### config.mk
export PLATFORM = sky130hd
export DESIGN_NAME = ratediv_top
export DESIGN_NICKNAME = d
export VERILOG_FILES = /design/src/rtl/ratediv_pkg.sv /design/src/rtl/ratediv_reg.sv /design/src/rtl/ratediv_pick.sv /design/src/rtl/ratediv_cnt.sv /design/src/rtl/ratediv_top.sv
export SDC_FILE = /design/constraint.sdc
export NUM_CORES = 1
export LEC_CHECK = 0
export BUFFER_PORTS_ARGS = -buffer_cell sky130_fd_sc_hd__buf_2
export CORE_UTILIZATION = 44
export DETAILED_ROUTE_END_ITERATION = 16
export PLACE_DENSITY = 0.72
export SLEW_MARGIN = 5
export SYNTH_ARGS = -nofsm -noshare
export SYNTH_HDL_FRONTEND = slang
export SYNTH_SLANG_ARGS = --single-unit
### constraint.sdc
create_clock -name clk -period 3.7 [get_ports clk]
set_input_delay 0.925 -clock clk [delete_from_list [all_inputs] [get_ports clk]]
set_output_delay 0.925 -clock clk [all_outputs]
set_load 0.01 [all_outputs]
### src/rtl/ratediv_pkg.sv
package ratediv_pkg;

    localparam int CTL_W     = 32;
    localparam int DIV_W     = 6;
    localparam int SEL_W_MAX = 3;
    localparam int STOP_POS  = 8;

    typedef logic [DIV_W-1:0]     div_t;
    typedef logic [SEL_W_MAX-1:0] sel_t;
    typedef logic [CTL_W-1:0]     word_t;

    typedef struct packed {
        logic stop;
        sel_t sel;
        div_t div;
    } ctl_t;

    // width of the select field for a given parent count
    function automatic int sel_width(input int npar);
        if (npar == 8) return 3;
        if (npar == 4) return 2;
        return 1;
    endfunction

    // word image of a stored control value
    function automatic word_t pack_ctl(input ctl_t c, input int npar);
        word_t w;
        w = '0;
        w[DIV_W-1:0] = c.div;
        w[STOP_POS]  = c.stop;
        if (npar == 4) w[7:6]   = c.sel[1:0];
        if (npar == 8) w[14:12] = c.sel;
        return w;
    endfunction

    // control value captured from a written word, with stop fix-up
    function automatic ctl_t unpack_write(input word_t w, input int npar);
        ctl_t c;
        c.div  = w[DIV_W-1:0];
        c.stop = w[STOP_POS];
        c.sel  = '0;
        if (npar == 4) c.sel = {1'b0, w[7:6]};
        if (npar == 8) c.sel = w[14:12];
        if (c.stop && (c.div == '0)) c.div = '1;
        return c;
    endfunction

    // bits that can read back non-zero
    function automatic word_t live_mask(input int npar);
        ctl_t all;
        all.stop = 1'b1;
        all.sel  = '1;
        all.div  = '1;
        return pack_ctl(all, npar);
    endfunction

endpackage

### src/rtl/ratediv_reg.sv
module ratediv_reg
    import ratediv_pkg::*;
#(
    parameter int NUM_PAR = 8
) (
    input  logic  clk,
    input  logic  rst,
    input  logic  wr_en,
    input  word_t wr_data,
    output ctl_t  ctl,
    output word_t rd_data
);

    ctl_t ctl_q;

    always_ff @(posedge clk) begin
        if (rst) begin
            ctl_q.stop <= 1'b1;
            ctl_q.sel  <= '0;
            ctl_q.div  <= '1;
        end else if (wr_en) begin
            ctl_q <= unpack_write(wr_data, NUM_PAR);
        end
    end

    assign ctl     = ctl_q;
    assign rd_data = pack_ctl(ctl_q, NUM_PAR);

endmodule

### src/rtl/ratediv_pick.sv
module ratediv_pick
    import ratediv_pkg::*;
#(
    parameter int NUM_PAR = 8
) (
    input  logic [NUM_PAR-1:0] par_stb,
    input  sel_t               sel,
    output logic               stb
);

    localparam int SW = sel_width(NUM_PAR);

    generate
        if (NUM_PAR == 1) begin : g_single
            logic unused_sel;
            assign unused_sel = ^sel;
            assign stb = par_stb[0];
        end else begin : g_multi
            logic [SW-1:0] idx;
            logic          unused_hi;
            assign idx       = sel[SW-1:0];
            assign unused_hi = ^sel;
            assign stb       = par_stb[idx];
        end
    endgenerate

endmodule

### src/rtl/ratediv_cnt.sv
module ratediv_cnt
    import ratediv_pkg::*;
(
    input  logic clk,
    input  logic rst,
    input  ctl_t ctl,
    input  logic sel_stb,
    output sel_t eff_sel,
    output logic out_stb,
    output logic out_sq
);

    div_t cnt;
    div_t act_div;
    sel_t act_sel;
    logic open_q;
    div_t eff_div;

    // a period is open once its first strobe is counted
    assign open_q  = (cnt != '0);
    assign eff_div = open_q ? act_div : ctl.div;
    assign eff_sel = open_q ? act_sel : ctl.sel;

    always_ff @(posedge clk) begin
        if (rst) begin
            cnt     <= '0;
            act_div <= '0;
            act_sel <= '0;
            out_stb <= 1'b0;
            out_sq  <= 1'b0;
        end else if (ctl.stop) begin
            cnt     <= '0;
            out_stb <= 1'b0;
        end else begin
            out_stb <= 1'b0;
            if (sel_stb) begin
                if (cnt == eff_div) begin
                    cnt     <= '0;
                    out_stb <= 1'b1;
                    out_sq  <= ~out_sq;
                end else begin
                    cnt <= cnt + 1'b1;
                    if (!open_q) begin
                        act_div <= ctl.div;
                        act_sel <= ctl.sel;
                    end
                end
            end
        end
    end

endmodule

### src/rtl/ratediv_top.sv
module ratediv_top
    import ratediv_pkg::*;
#(
    parameter int NUM_PAR = 8
) (
    input  logic               clk,
    input  logic               rst,
    input  logic               wr_en,
    input  logic [31:0]        wr_data,
    output logic [31:0]        rd_data,
    input  logic [NUM_PAR-1:0] par_stb,
    output logic               out_stb,
    output logic               out_sq
);

    ctl_t ctl;
    sel_t eff_sel;
    logic sel_stb;

    ratediv_reg #(.NUM_PAR(NUM_PAR)) u_reg (
        .clk     (clk),
        .rst     (rst),
        .wr_en   (wr_en),
        .wr_data (wr_data),
        .ctl     (ctl),
        .rd_data (rd_data)
    );

    ratediv_pick #(.NUM_PAR(NUM_PAR)) u_pick (
        .par_stb (par_stb),
        .sel     (eff_sel),
        .stb     (sel_stb)
    );

    ratediv_cnt u_cnt (
        .clk     (clk),
        .rst     (rst),
        .ctl     (ctl),
        .sel_stb (sel_stb),
        .eff_sel (eff_sel),
        .out_stb (out_stb),
        .out_sq  (out_sq)
    );

endmodule

# Word-level counts from Yosys, hierarchy flattened
# Cells that the tools add are included.
word_totals:
  regBits: 27
  inputBits: 43
  output_inout_bits: 34
  wordCells: 29
op_classes:
  n_addsub: 1
  order_cmp: 1
  eq_ne: 1
  muxes: 7
  bitwise: 4
  n_reduce_logical: 7
op_table:
  columns: ["op", "n"]
  rows:
  - ["$mux W6", 3]
  - ["$add A6 B1 Y6 const B", 1]
  - ["$eq A6 B6 Y1", 1]
  - ["$logic_not A6 Y1", 1]
  - ["$reduce_and A3 Y1", 2]
  - ["$reduce_bool A6 Y1", 1]
  - ["$lt A3 B4 Y1 const B", 1]
  - ["$not A1 Y1", 4]
  - ["$bmux W1 S3", 1]
  - ["$mux W3", 1]
  - ["$reduce_or A3 Y1", 1]
  - ["$mux W1", 2]
  - ["$reduce_or A2 Y1", 1]
  - ["$logic_and A1 B1 Y1", 1]

# Longest topological paths before layout
logic_depth:
  word_depth: 6
  ltp_mapped: 11

# Modules after synthesis
# A second synthesis with hierarchy kept.
unflattened:
  hier_cells: 199
  area_unflattened_um2: 1736.7
by_module_without_submodules:
  columns: ["mod", "instances", "cells_each", "area_per_inst_um2", "seq_area_each_um2"]
  rows:
  - ["ratediv_cnt", 1, 121, 1016.0, 340.3]
  - ["ratediv_reg", 1, 75, 656.9, 200.2]
  - ["ratediv_pick", 1, 3, 63.8, 0.0]

# Worst setup path after synthesis
# Ideal clock, no wire load.
synth_timing:
  kind: "reg2reg"
  start: "register u_cnt.cnt[0]"
  end: "register u_cnt.out_sq"
  setup_time_ns: 0.123
  arrival_time_ns: 2.444
  t_required_ns: 3.577
  path_slack_ns: 1.133
  path_stages_with_launch: 11
  n_path_buf: 2
  period_less_slack_ns: 2.567
  cell_sequence: "dfxtp_1 > inv_1 > ha_1 > or4b_1 > buf_4 > or3_1 > o311ai_1 > and4_1 > buf_2 > nor3b_2 > mux2_1"
synth_via:
  elab_chain_len: 5
  elab_cells_between_ends: 7
  classes_between: "eq/ne (1); mux (4); reduce/logical (2)"
synth_lines:
  columns: ["item", "line", "rtl"]
  rows:
  - ["from (decl)", "ratediv_cnt.sv:13", "div_t cnt;"]
  - ["from (signal assigned)", "ratediv_cnt.sv:42", "cnt <= cnt + 1'b1;"]
  - ["$reduce_bool A6 Y1", "ratediv_cnt.sv:20", "assign open_q = (cnt != '0);"]
  - ["$mux W3", null, null]
  - ["$bmux W1 S3", "ratediv_pick.sv:23", "assign stb = par_stb[idx];"]
  - ["$mux W1 (not written as such)", "ratediv_pick.sv:23", null]
  - ["$reduce_and A3 Y1 (no source line) (*)", null, null]
  - ["to (signal assigned)", "ratediv_cnt.sv:40", "out_sq <= ~out_sq;"]
  - ["to (decl)", "ratediv_cnt.sv:10", "output logic out_sq"]
# Mark *: on every way between the ends. The rest lies on a longest branch, timed or not. The select of a mux whose other input is x is not followed.
# A chain may end at the register's enable or synchronous reset.

# Worst setup path in the final report
# Ends and elaborated chain as after synthesis.

==> run summary <==
critical path launch point type: flop
# nets final: 285
total CTS buffers: 3
Synth cell types: 56
r2r setup slk: 0.70 ns
number of global-route vias before repair: 1318
Clock Pin Slew Worst Setup and Hold Paths: 0.09 ns
RD Place Congestion: 0.831
min-delay worst type: flop to flop
Worst Tran Pin Value: 0.614 ns
vias per std cell: 5.35
die width: 66.6 µm
row count: 23
P&R area growth vs syn: 7.98%
Setup Viol. Count Final: 0
Post-CTS Resized: 0
DRT antenna net count: 0
Critical Path Fanout Max: 11
DP Wirelength: 2600 µm
first-pass GRT wire length: 5830 µm
Fmax: 0.333 GHz
htree depth: 1
CP Capture Type: flop
die area: 0.00443 mm²
post-synthesis async set-or-reset flop share: 0%
DR iter-0 viols: 70
Avg Inst Size Synth: 8.65 µm²
dpl cell area: 0.00193 mm²
clock root cell: clkbuf_8
Slew Limit Fails: 0
die height: 66.6 µm
EDFF count, synth: 0
Final Hold Viols: 0
RSZ-0062 raised after global routing: no
Power Total: 0.000617 W
drt wl/cell: 12.3 µm
WP data required: 3.87 ns
Final Skew: 0.00381 ns
Crit path arrival time: 3.17 ns
Antenna Cells: 0
PortBufs: 32
initial antenna violation count: 0
fin util: 49.5%
TritonRoute pass-1 iters: 4
sequential fraction of the synthesis area: 29.5%
# hold bufs at CTS: 0
Final period util: 81.2%
leakage: 0.802 nW
Initial Util: 45.9%
most common flop cell mapped by yosys: dfxtp_1
Worst slew margin: 58.7%
Yosys reg bits: 27
area fraction of the dominant cell type after synthesis: 29.5%
pwr/cell area: 311 mW/mm²
layout cells sized above 1: 18.8%
GRT Util Overall: 17.0%
# clock sinks: 27
Post-CTS Setup Bufs: 0
largest net degree at the start of global routing: 34
Max-Cap Viols: 0
vias post-DR: 1546
Area contributors post-synth: dfxtp_1 29%, nand2b_1 10%, buf_4 9.8%
TNS Setup: 0 ns
maximum clock path buffer count: 2
total grt overflow: 0
number of remaining DRC errors: 0
status: finished clean
Clock Latency Late Sink: 0.28 ns
TritonCTS clock tree: done
Worst VDD drop: 0.236 mV
Ys Warns: 0
leading area contributor after synthesis: dfxtp_1
fin crit period: 3.00 ns
Cell Area, Synth: 0.00183 mm²
worst setup path category: flop to flop
core area: 0.00400 mm²
Gate Count Post-Synth: 212
design area: 0.00198 mm²
# IOs: 77
total length of routed wires: 3570 µm
[cell usage after synthesis, drive strengths merged (2+ instances only)]
cell type   n
o311ai      3
or4         3
nand3       8
nor2       13
ha          2
nor3        2
a21oi       4
nor4        4
clkbuf      4
o21ai       7
a221o       2
nor2b       6
nand4       2
nor3b       2
buf        27
nor4b       2
inv         7
o22ai       7
and3        4
o31ai       2
nand3b      3
o221ai      2
mux2i      12
nand2b     30
nand2       7
dfxtp      27
[flip-flops by register name, indices dropped and copies added (netlist names)]
signal,flops
u_cnt.out_sq,1
u_cnt.out_stb,1
u_cnt.act_sel,3
u_reg.ctl,10
u_cnt.cnt,6
u_cnt.act_div,6
[per-layer routing]
layer / vias to the layer above / global-route usage [%] / share of wire (%)
met5: - / 0 / 0
met4: 0 / 5.85 / 1.0
met3: 4 / 2.40 / 3.9
met2: 50 / 28.5 / 46
met1: 714 / 22.0 / 49
li1: 778 / - / -
[layout by cell type (no fill, tap or decap), types with 3 or more instances in the layout]
cell / count
nand2_1: 7
inv_1: 7
buf_2: 32
nor2b_1: 6
nor4_1: 3
o21ai_0: 3
dfxtp_1: 27
nor2_1: 12
conb_1: 22
clkbuf_8: 3
or4_1: 3
and3_1: 4
mux2i_1: 12
nand3_1: 7
o21ai_1: 4
o22ai_1: 7
a21oi_1: 4
nand2b_1: 30
nand3b_1: 3
[where the power goes]
group          internal (W)  total, W  switching [W]
combinational     0.0000554  0.000125      0.0000700
clock             0.0000757  0.000171      0.0000949
sequential         0.000304  0.000321      0.0000166
[kinds of logic after synthesis]
group / synth area share [%]
other: 0.204
adder cells (fa/ha/maj): 1.36
AND/OR/NAND/NOR: 32.1
flip-flops: 29.5
XOR/XNOR: 0.478
buffers and inverters: 13.2
AO/OA/AOI/OAI: 16.1
multiplexers: 7.16
[worst max-delay path: stages, from the launching register on]
cell,delay [ns]
dfxtp_1,0.36
inv_1,0.15
ha_1,0.20
or4b_1,0.67
or3_1,0.39
o311ai_1,0.07
and4_1,0.45
nor3b_2,0.27
mux2_1,0.34
[final timing paths]
| check | from | endpoint | cells after the start |
|---|---|---|---|
| worst min register to register | u_cnt.act_div[1] | u_cnt.act_div[1] | 2 |
| worst max-delay path | u_cnt.cnt[0] | u_cnt.out_sq | 8 |
| worst min-delay path | u_cnt.act_div[1] | u_cnt.act_div[1] | 2 |
| worst max register to register | u_cnt.cnt[0] | u_cnt.out_sq | 8 |
[per-stage QoR]
| stage | hold WS [ns] | worst slack, ns | cells |
|---|---|---|---|
| after floorplan | 0.461 | 1.13 | 233 |
| after detailed placement | 0.485 | 0.714 | 285 |
| after global routing | 0.516 | 0.539 | 289 |
| after CTS | 0.500 | 0.702 | 289 |
| after global placement | 0.473 | 0.741 | 285 |
| final | 0.491 | 0.696 | 289 |
[final cells by class]
cell class	count	area, µm²
Multi-Input combinational cell	168	1140
Tap cell	50	62.6
Sequential cell	27	541
Clock inverter	1	5.00
Inverter	7	26.3
Clock buffer	3	41.3
Timing Repair Buffer	33	168
Fill cell	376	2020
No activity file was read; power rests on OpenSTA's default activity.
